--- src/rtl/ccap_pkg.sv ---
package ccap_pkg;
  // control byte field positions
  localparam int CB_MODE = 0;
  localparam int CB_CLR  = 1;
  localparam int CB_TGL  = 2;
  localparam int CB_SRC0 = 3;
  localparam int CB_SRC1 = 4;
  localparam int CB_FLAG = 7;

  typedef enum logic [1:0] {
    SRC_RISE = 2'b00,
    SRC_FALL = 2'b01,
    SRC_OVF  = 2'b10,
    SRC_CMP  = 2'b11
  } src_e;

  typedef enum logic [1:0] {
    WIN_IDX  = 2'd0,
    WIN_CTRL = 2'd1,
    WIN_LO   = 2'd2,
    WIN_HI   = 2'd3
  } win_e;
endpackage

--- src/rtl/ccap_sync.sv ---
module ccap_sync #(
  parameter int W = 5
) (
  input  logic         clk,
  input  logic         rst_ni,
  input  logic [W-1:0] async_in,
  output logic [W-1:0] rise,
  output logic [W-1:0] fall
);
  logic [W-1:0] s1_q, s2_q, prev_q;

  always_ff @(posedge clk or negedge rst_ni) begin
    if (!rst_ni) begin
      s1_q   <= '0;
      s2_q   <= '0;
      prev_q <= '0;
    end else begin
      s1_q   <= async_in;
      s2_q   <= s1_q;
      prev_q <= s2_q;
    end
  end

  assign rise = s2_q & ~prev_q;
  assign fall = ~s2_q & prev_q;
endmodule

--- src/rtl/ccap_timebase.sv ---
module ccap_timebase #(
  parameter int TW = 16
) (
  input  logic          clk,
  input  logic          rst_ni,
  input  logic          clr,
  output logic [TW-1:0] count,
  output logic          at_max
);
  logic [TW-1:0] count_q, count_n;

  always_comb begin
    if (clr) count_n = '0;
    else     count_n = count_q + 1'b1;
  end

  always_ff @(posedge clk or negedge rst_ni) begin
    if (!rst_ni) count_q <= '0;
    else         count_q <= count_n;
  end

  assign count  = count_q;
  assign at_max = &count_q;
endmodule

--- src/rtl/ccap_channel.sv ---
module ccap_channel
  import ccap_pkg::*;
#(
  parameter int TW = 16
) (
  input  logic          clk,
  input  logic          rst_ni,
  input  logic [TW-1:0] tbase,
  input  logic          ovf_evt,
  input  logic          pin_rise,
  input  logic          pin_fall,
  input  logic          cmp_chg,
  input  logic          ctrl_we,
  input  logic          data_we,
  input  logic [7:0]    wbyte,
  input  logic [TW-1:0] wdata_full,
  output logic [7:0]    ctrl_rd,
  output logic [TW-1:0] data_rd,
  output logic          hit,
  output logic          clr_req,
  output logic          flag,
  output logic          out
);
  logic [4:0]    cfg_q, cfg_n;
  logic          flag_q, flag_n;
  logic [TW-1:0] data_q, data_n;
  logic          out_q, out_n;
  logic          evt;
  logic          is_cmp;

  assign is_cmp = cfg_q[CB_MODE];

  always_comb begin
    unique case (src_e'(cfg_q[CB_SRC1:CB_SRC0]))
      SRC_RISE: evt = pin_rise;
      SRC_FALL: evt = pin_fall;
      SRC_OVF:  evt = ovf_evt;
      default:  evt = cmp_chg;
    endcase
  end

  assign hit     = is_cmp ? (tbase == data_q) : evt;
  assign clr_req = hit & cfg_q[CB_CLR];

  always_comb begin
    cfg_n  = cfg_q;
    flag_n = flag_q;
    data_n = data_q;
    out_n  = out_q;
    if (ctrl_we) begin
      cfg_n  = wbyte[4:0];
      flag_n = flag_q & wbyte[CB_FLAG];
    end
    if (hit) flag_n = 1'b1;
    if (data_we)               data_n = wdata_full;
    else if (hit && !is_cmp)   data_n = tbase;
    if (hit && is_cmp && cfg_q[CB_TGL]) out_n = ~out_q;
  end

  always_ff @(posedge clk or negedge rst_ni) begin
    if (!rst_ni) begin
      cfg_q  <= '0;
      flag_q <= 1'b0;
      data_q <= '0;
      out_q  <= 1'b0;
    end else begin
      cfg_q  <= cfg_n;
      flag_q <= flag_n;
      data_q <= data_n;
      out_q  <= out_n;
    end
  end

  assign ctrl_rd = {flag_q, 2'b00, cfg_q};
  assign data_rd = data_q;
  assign flag    = flag_q;
  assign out     = out_q;
endmodule

--- src/rtl/ccap_array.sv ---
module ccap_array
  import ccap_pkg::*;
#(
  parameter int NCH = 4,
  parameter int TW  = 16
) (
  input  logic           clk,
  input  logic           rst_n,
  input  logic [1:0]     reg_addr,
  input  logic           reg_wr,
  input  logic [7:0]     reg_wdata,
  output logic [7:0]     reg_rdata,
  input  logic [NCH-1:0] pin_in,
  input  logic           cmp_in,
  output logic [NCH-1:0] chan_out,
  output logic           irq,
  output logic [TW-1:0]  tbase
);
  localparam int IW = (NCH > 1) ? $clog2(NCH) : 1;
  localparam int HW = TW - 8;

  // reset: asserted asynchronously, released on a clock edge
  logic rst_q1, rst_q2, rst_i;
  always_ff @(posedge clk or negedge rst_n) begin
    if (!rst_n) begin
      rst_q1 <= 1'b0;
      rst_q2 <= 1'b0;
    end else begin
      rst_q1 <= 1'b1;
      rst_q2 <= rst_q1;
    end
  end
  assign rst_i = rst_q2;

  // index and held high byte
  logic [IW-1:0] idx_q, idx_n;
  logic [HW-1:0] hold_q, hold_n;
  logic          idx_we, hold_we, ctrl_wr, lo_wr;

  assign idx_we  = reg_wr && (win_e'(reg_addr) == WIN_IDX);
  assign ctrl_wr = reg_wr && (win_e'(reg_addr) == WIN_CTRL);
  assign lo_wr   = reg_wr && (win_e'(reg_addr) == WIN_LO);
  assign hold_we = reg_wr && (win_e'(reg_addr) == WIN_HI);

  always_comb begin
    idx_n  = idx_we  ? reg_wdata[IW-1:0] : idx_q;
    hold_n = hold_we ? reg_wdata[HW-1:0] : hold_q;
  end

  always_ff @(posedge clk or negedge rst_i) begin
    if (!rst_i) begin
      idx_q  <= '0;
      hold_q <= '0;
    end else begin
      idx_q  <= idx_n;
      hold_q <= hold_n;
    end
  end

  // shared time base and event detection
  logic [NCH-1:0] clr_v, hit_v, flag_v;
  logic           clr_any, ovf;
  logic [NCH:0]   rise_v, fall_v;

  assign clr_any = |clr_v;

  ccap_timebase #(.TW(TW)) u_tb (
    .clk(clk), .rst_ni(rst_i), .clr(clr_any), .count(tbase), .at_max(ovf)
  );

  ccap_sync #(.W(NCH + 1)) u_sync (
    .clk(clk), .rst_ni(rst_i), .async_in({cmp_in, pin_in}),
    .rise(rise_v), .fall(fall_v)
  );

  logic [7:0]    ctrl_rd [NCH];
  logic [TW-1:0] data_rd [NCH];
  logic [TW-1:0] wfull;
  assign wfull = {hold_q, reg_wdata};

  for (genvar g = 0; g < NCH; g++) begin : g_ch
    logic sel;
    assign sel = (idx_q == IW'(g));
    ccap_channel #(.TW(TW)) u_ch (
      .clk(clk), .rst_ni(rst_i), .tbase(tbase), .ovf_evt(ovf),
      .pin_rise(rise_v[g]), .pin_fall(fall_v[g]),
      .cmp_chg(rise_v[NCH] | fall_v[NCH]),
      .ctrl_we(ctrl_wr && sel), .data_we(lo_wr && sel),
      .wbyte(reg_wdata), .wdata_full(wfull),
      .ctrl_rd(ctrl_rd[g]), .data_rd(data_rd[g]),
      .hit(hit_v[g]), .clr_req(clr_v[g]), .flag(flag_v[g]), .out(chan_out[g])
    );
  end

  assign irq = |flag_v;

  always_comb begin
    unique case (win_e'(reg_addr))
      WIN_IDX:  reg_rdata = 8'(idx_q);
      WIN_CTRL: reg_rdata = ctrl_rd[idx_q];
      WIN_LO:   reg_rdata = data_rd[idx_q][7:0];
      default:  reg_rdata = 8'(data_rd[idx_q][TW-1:8]);
    endcase
  end
endmodule

--- config.mk ---
export PLATFORM = sky130hd
export DESIGN_NAME = ccap_array
export DESIGN_NICKNAME = d
export VERILOG_FILES = /design/src/rtl/ccap_pkg.sv /design/src/rtl/ccap_sync.sv /design/src/rtl/ccap_timebase.sv /design/src/rtl/ccap_channel.sv /design/src/rtl/ccap_array.sv
export SDC_FILE = /design/constraint.sdc
export NUM_CORES = 1
export LEC_CHECK = 0
export BUFFER_PORTS_ARGS = -buffer_cell sky130_fd_sc_hd__buf_2
export CORE_AREA = 2 2 165 167
export DETAILED_ROUTE_END_ITERATION = 7
export DIE_AREA = 0 0 167 169
export GPL_TIMING_DRIVEN = 0
export PLACE_DENSITY = 0.54
export SYNTH_ARGS = -nofsm -noshare
export SYNTH_HDL_FRONTEND = slang
export SYNTH_HIERARCHICAL = 1
export SYNTH_SLANG_ARGS = --single-unit
--- constraint.sdc ---
create_clock -name clk -period 6.82 [get_ports clk]
set_input_delay 0 -clock clk [delete_from_list [all_inputs] [get_ports clk]]
set_output_delay 0 -clock clk [all_outputs]
set_load 0.1 [all_outputs]
==> summary.md <==
| Metric | Value |
|---|---|
| Run status | `complete, no violations` |
| Post-Synthesis Cells | `761` |
| Vias per std cell | `5.238` |
| DR iter-0 viols | `555` |
| DRT Wirelength | `26230 µm` |
| Post-Syn Area | `0.007823 mm²` |
| First-pass GRT wire length | `39190 µm` |
| Post-Route M1 WL | `11860 µm` |
| Skew final | `0.01007 ns` |
| Kind of critical path | `reg2reg` |
| Slew @ Worst Pin | `0.7876 ns` |
| CP max FO | `12` |
| HP Class | `in2reg` |
| Sw Pwr | `0.001659 W` |
| Comb power frac | `39.2%` |
| CTS clk-pin slew, worst paths | `0.06 ns` |
| Die Y | `169 µm` |
| Critical-path cell list | `ha_1 -> nand4_1 -> nor4_1 -> and2_1 -> mux4_2 -> nor2b_4 -> buf_6 -> a21oi_1 -> nor2b_1 -> or4_1 -> clkbuf_1 -> buf_1 -> nor2_1` |
| Metal3 WL | `1728 µm` |
| Power Internal | `0.002327 W` |
| Placer Congestion | `0.8757` |
| R2R cell count | `13` |
| CP peak stage delay | `0.72 ns` |
| Total global routing overflow | `0` |
| Flop2flop setup slack | `2.33 ns` |
| DRC viols | `0` |
| Relative slew slack | `47.49%` |
| Total CTS buffers | `17` |
| Wire length on met2 | `12090 µm` |
| WHS Endpoint | `idx_q[0]` |
| Final critical-path share of the clock period | `65.85%` |
| Pleak | `3.931 nW` |
| Reg power frac | `36.2%` |
| Via Count | `6280` |
| CTS tree | `yes` |
| Area Growth Syn to Fin | `19.15%` |
| Pwr/cell area | `427.7 mW/mm²` |
| WL per Instance | `21.87 µm` |
| Die width | `167 µm` |
| Setup Fix Bufs, Post-CTS | `0` |
| Core area | `0.02650 mm²` |
| Max VDD drop | `0.2317 mV` |
| Max Cap Viol | `0` |
| Yosys Warn Count | `6` |
| Hold_sp | `reg_addr[0]` |
| Worst Hold Depth | `3` |
| Initial antenna violation count | `0` |
| Total die area | `0.02822 mm²` |
| Filler cell count | `2683` |
| ANT nets after route | `0` |
| I/O pin total | `47` |
| Sequential cell area | `0.003382 mm²` |
| R2R Path End | `u_tb/count[3]` |
| First-pass iteration count of the detailed router | `5` |
| Clk sinks | `135` |
| Clock power share | `24.6%` |
| Root Driver | `clkbuf_16` |
| All-Layer GR Usage | `18.65%` |
| I/O Buffers | `45` |
| Fin util | `35.17%` |
| Crit path DAT | `4.77 ns` |
| Avg Inst Size Synth | `10.28 µm²` |
| Total Power | `0.003986 W` |
| RSZ-0062 raised after global routing | `no` |
| Vias in the first global route | `6050` |
| Largest net degree at the start of global routing | `55` |
| Htree depth | `4` |
| RR Startpoint | `u_tb/count[0]` |
| Crit path max-delay cell type | `dfrtp_1` |
| Sw Share | `41.61%` |
| Worst setup SP type | `register` |
| Final hold vios | `0` |
| Starting Density | `29.52%` |
| Share of cells above drive strength 1 | `21.24%` |
| Dpl hpwl | `18130 µm` |
| Fmax | `0.2227 GHz` |
| Area of the multi-input gates | `0.004004 mm²` |
| CP endpoint kind | `register` |
| Top layer in use | `met4` |
| Clk Latency, worst-skew pair | `0.42 ns` |
| Max-slew violations | `0` |
| TNS Setup | `0 ns` |
| Rows | `60` |
| WP data required | `7.10 ns` |
| Finish-stage setup viols | `0` |
| Final #Nets | `865` |
| Clk buf depth | `2` |
| Crit path from | `u_tb/count[0]` |
| Post-route minimum period | `4.491 ns` |
==> metal layers <==
| metal | vias to the layer above | track usage, % |
|---|---|---|
| met1 | 3171 | 26.14 |
| li1 | 2830 | - |
| met4 | 0 | 6.072 |
| met5 | - | 0 |
| met2 | 249 | 29.33 |
| met3 | 30 | 3.250 |
==> power groups by stage <==
stage | clock network (W) | logic, W | registers, W
floorplan | 0 | 0.00103 | 0.00149
global placement | 0 | 0.00151 | 0.00146
detailed placement | 0 | 0.00154 | 0.00145
CTS | 0.000995 | 0.00155 | 0.00144
global route | 0.00103 | 0.00166 | 0.00148
finish | 0.000980 | 0.00156 | 0.00144
==> cell type report <==
| class | instances | area share [%] |
|---|---|---|
| Inverter | 5 | 0.2014 |
| Clock inverter | 11 | 1.893 |
| Antenna cell | 1 | 0.02685 |
| Tap cell | 341 | 4.578 |
| Sequential cell | 135 | 36.29 |
| Multi-Input combinational cell | 566 | 42.96 |
| Buffer | 59 | 4.685 |
| Clock buffer | 19 | 4.752 |
| Timing Repair Buffer | 62 | 4.618 |
==> registers in the layout (all words and copies together), names as in the netlist <==
| name | flops |
|---|---|
| g_ch.u_ch/data_rd | 64 |
| g_ch.u_ch/cfg_q | 20 |
| u_tb/count | 16 |
| hold_q | 8 |
| u_sync/prev_q | 5 |
| u_sync/s1_q | 5 |
| u_sync/s2_q | 5 |
| g_ch.u_ch/flag | 4 |
| g_ch.u_ch/out | 4 |
| idx_q | 2 |
| rst_i | 1 |
| rst_q1 | 1 |
==> what timing repair did <==
item	CTS	global route
gates resized for setup	0	0
hold buffers	15	0
endpoints found under the hold margin	45	0
==> worst max-delay path by stage <==
stage	endpoint	slack [ns]	cells past startpoint
detailed placement	u_tb/count[0]	2.40	13
CTS	u_tb/count[0]	2.38	13
floorplan	g_ch[0].u_ch/cfg_q[0]	2.78	0
finish	u_tb/count[3]	2.33	13
global placement	g_ch[3].u_ch/out	0.78	0
global route	u_tb/count[0]	1.99	13
==> placed cells by master (no fill, tap or decap), types with 9 or more instances in the layout <==
master         count
mux4_2            16
clkbuf_1          12
clkbuf_16         17
and2b_2           10
nor2_1            15
xor2_1            18
buf_6              9
a21oi_1          138
nand2_1           75
xnor2_1           53
nand4_1           13
buf_2             58
nand3_1           15
mux2_2            23
dfrtp_1          134
dlygate4sd3_1     15
buf_4             12
nor2b_1           79
conb_1             9
mux2_1            12
==> per-stage QoR <==
stage	hold WS, ns	worst slack [ns]	area (µm²)	instances
2_1_floorplan	-0.2956	2.780	7838	765
3_3_place_gp	-0.2149	0.7786	8489	1151
3_5_place_dp	-0.2129	2.399	8548	1153
4_1_cts	0.08475	2.381	9318	1198
5_1_grt	0.1321	1.991	9318	1198
6_report	0.1020	2.329	9320	1199
==> worst max-delay path: cells and delay by family (launching register included) <==
kind | cells | cell delay, ns
multiplexers | 1 | 0.33
AO/OA/AOI/OAI | 1 | 0.11
flip-flops | 1 | 0.72
adder cells (fa/ha/maj) | 1 | 0.40
AND/OR/NAND/NOR | 7 | 1.67
buffers and inverters | 3 | 1.10
No activity file was read; power rests on OpenSTA's default activity.
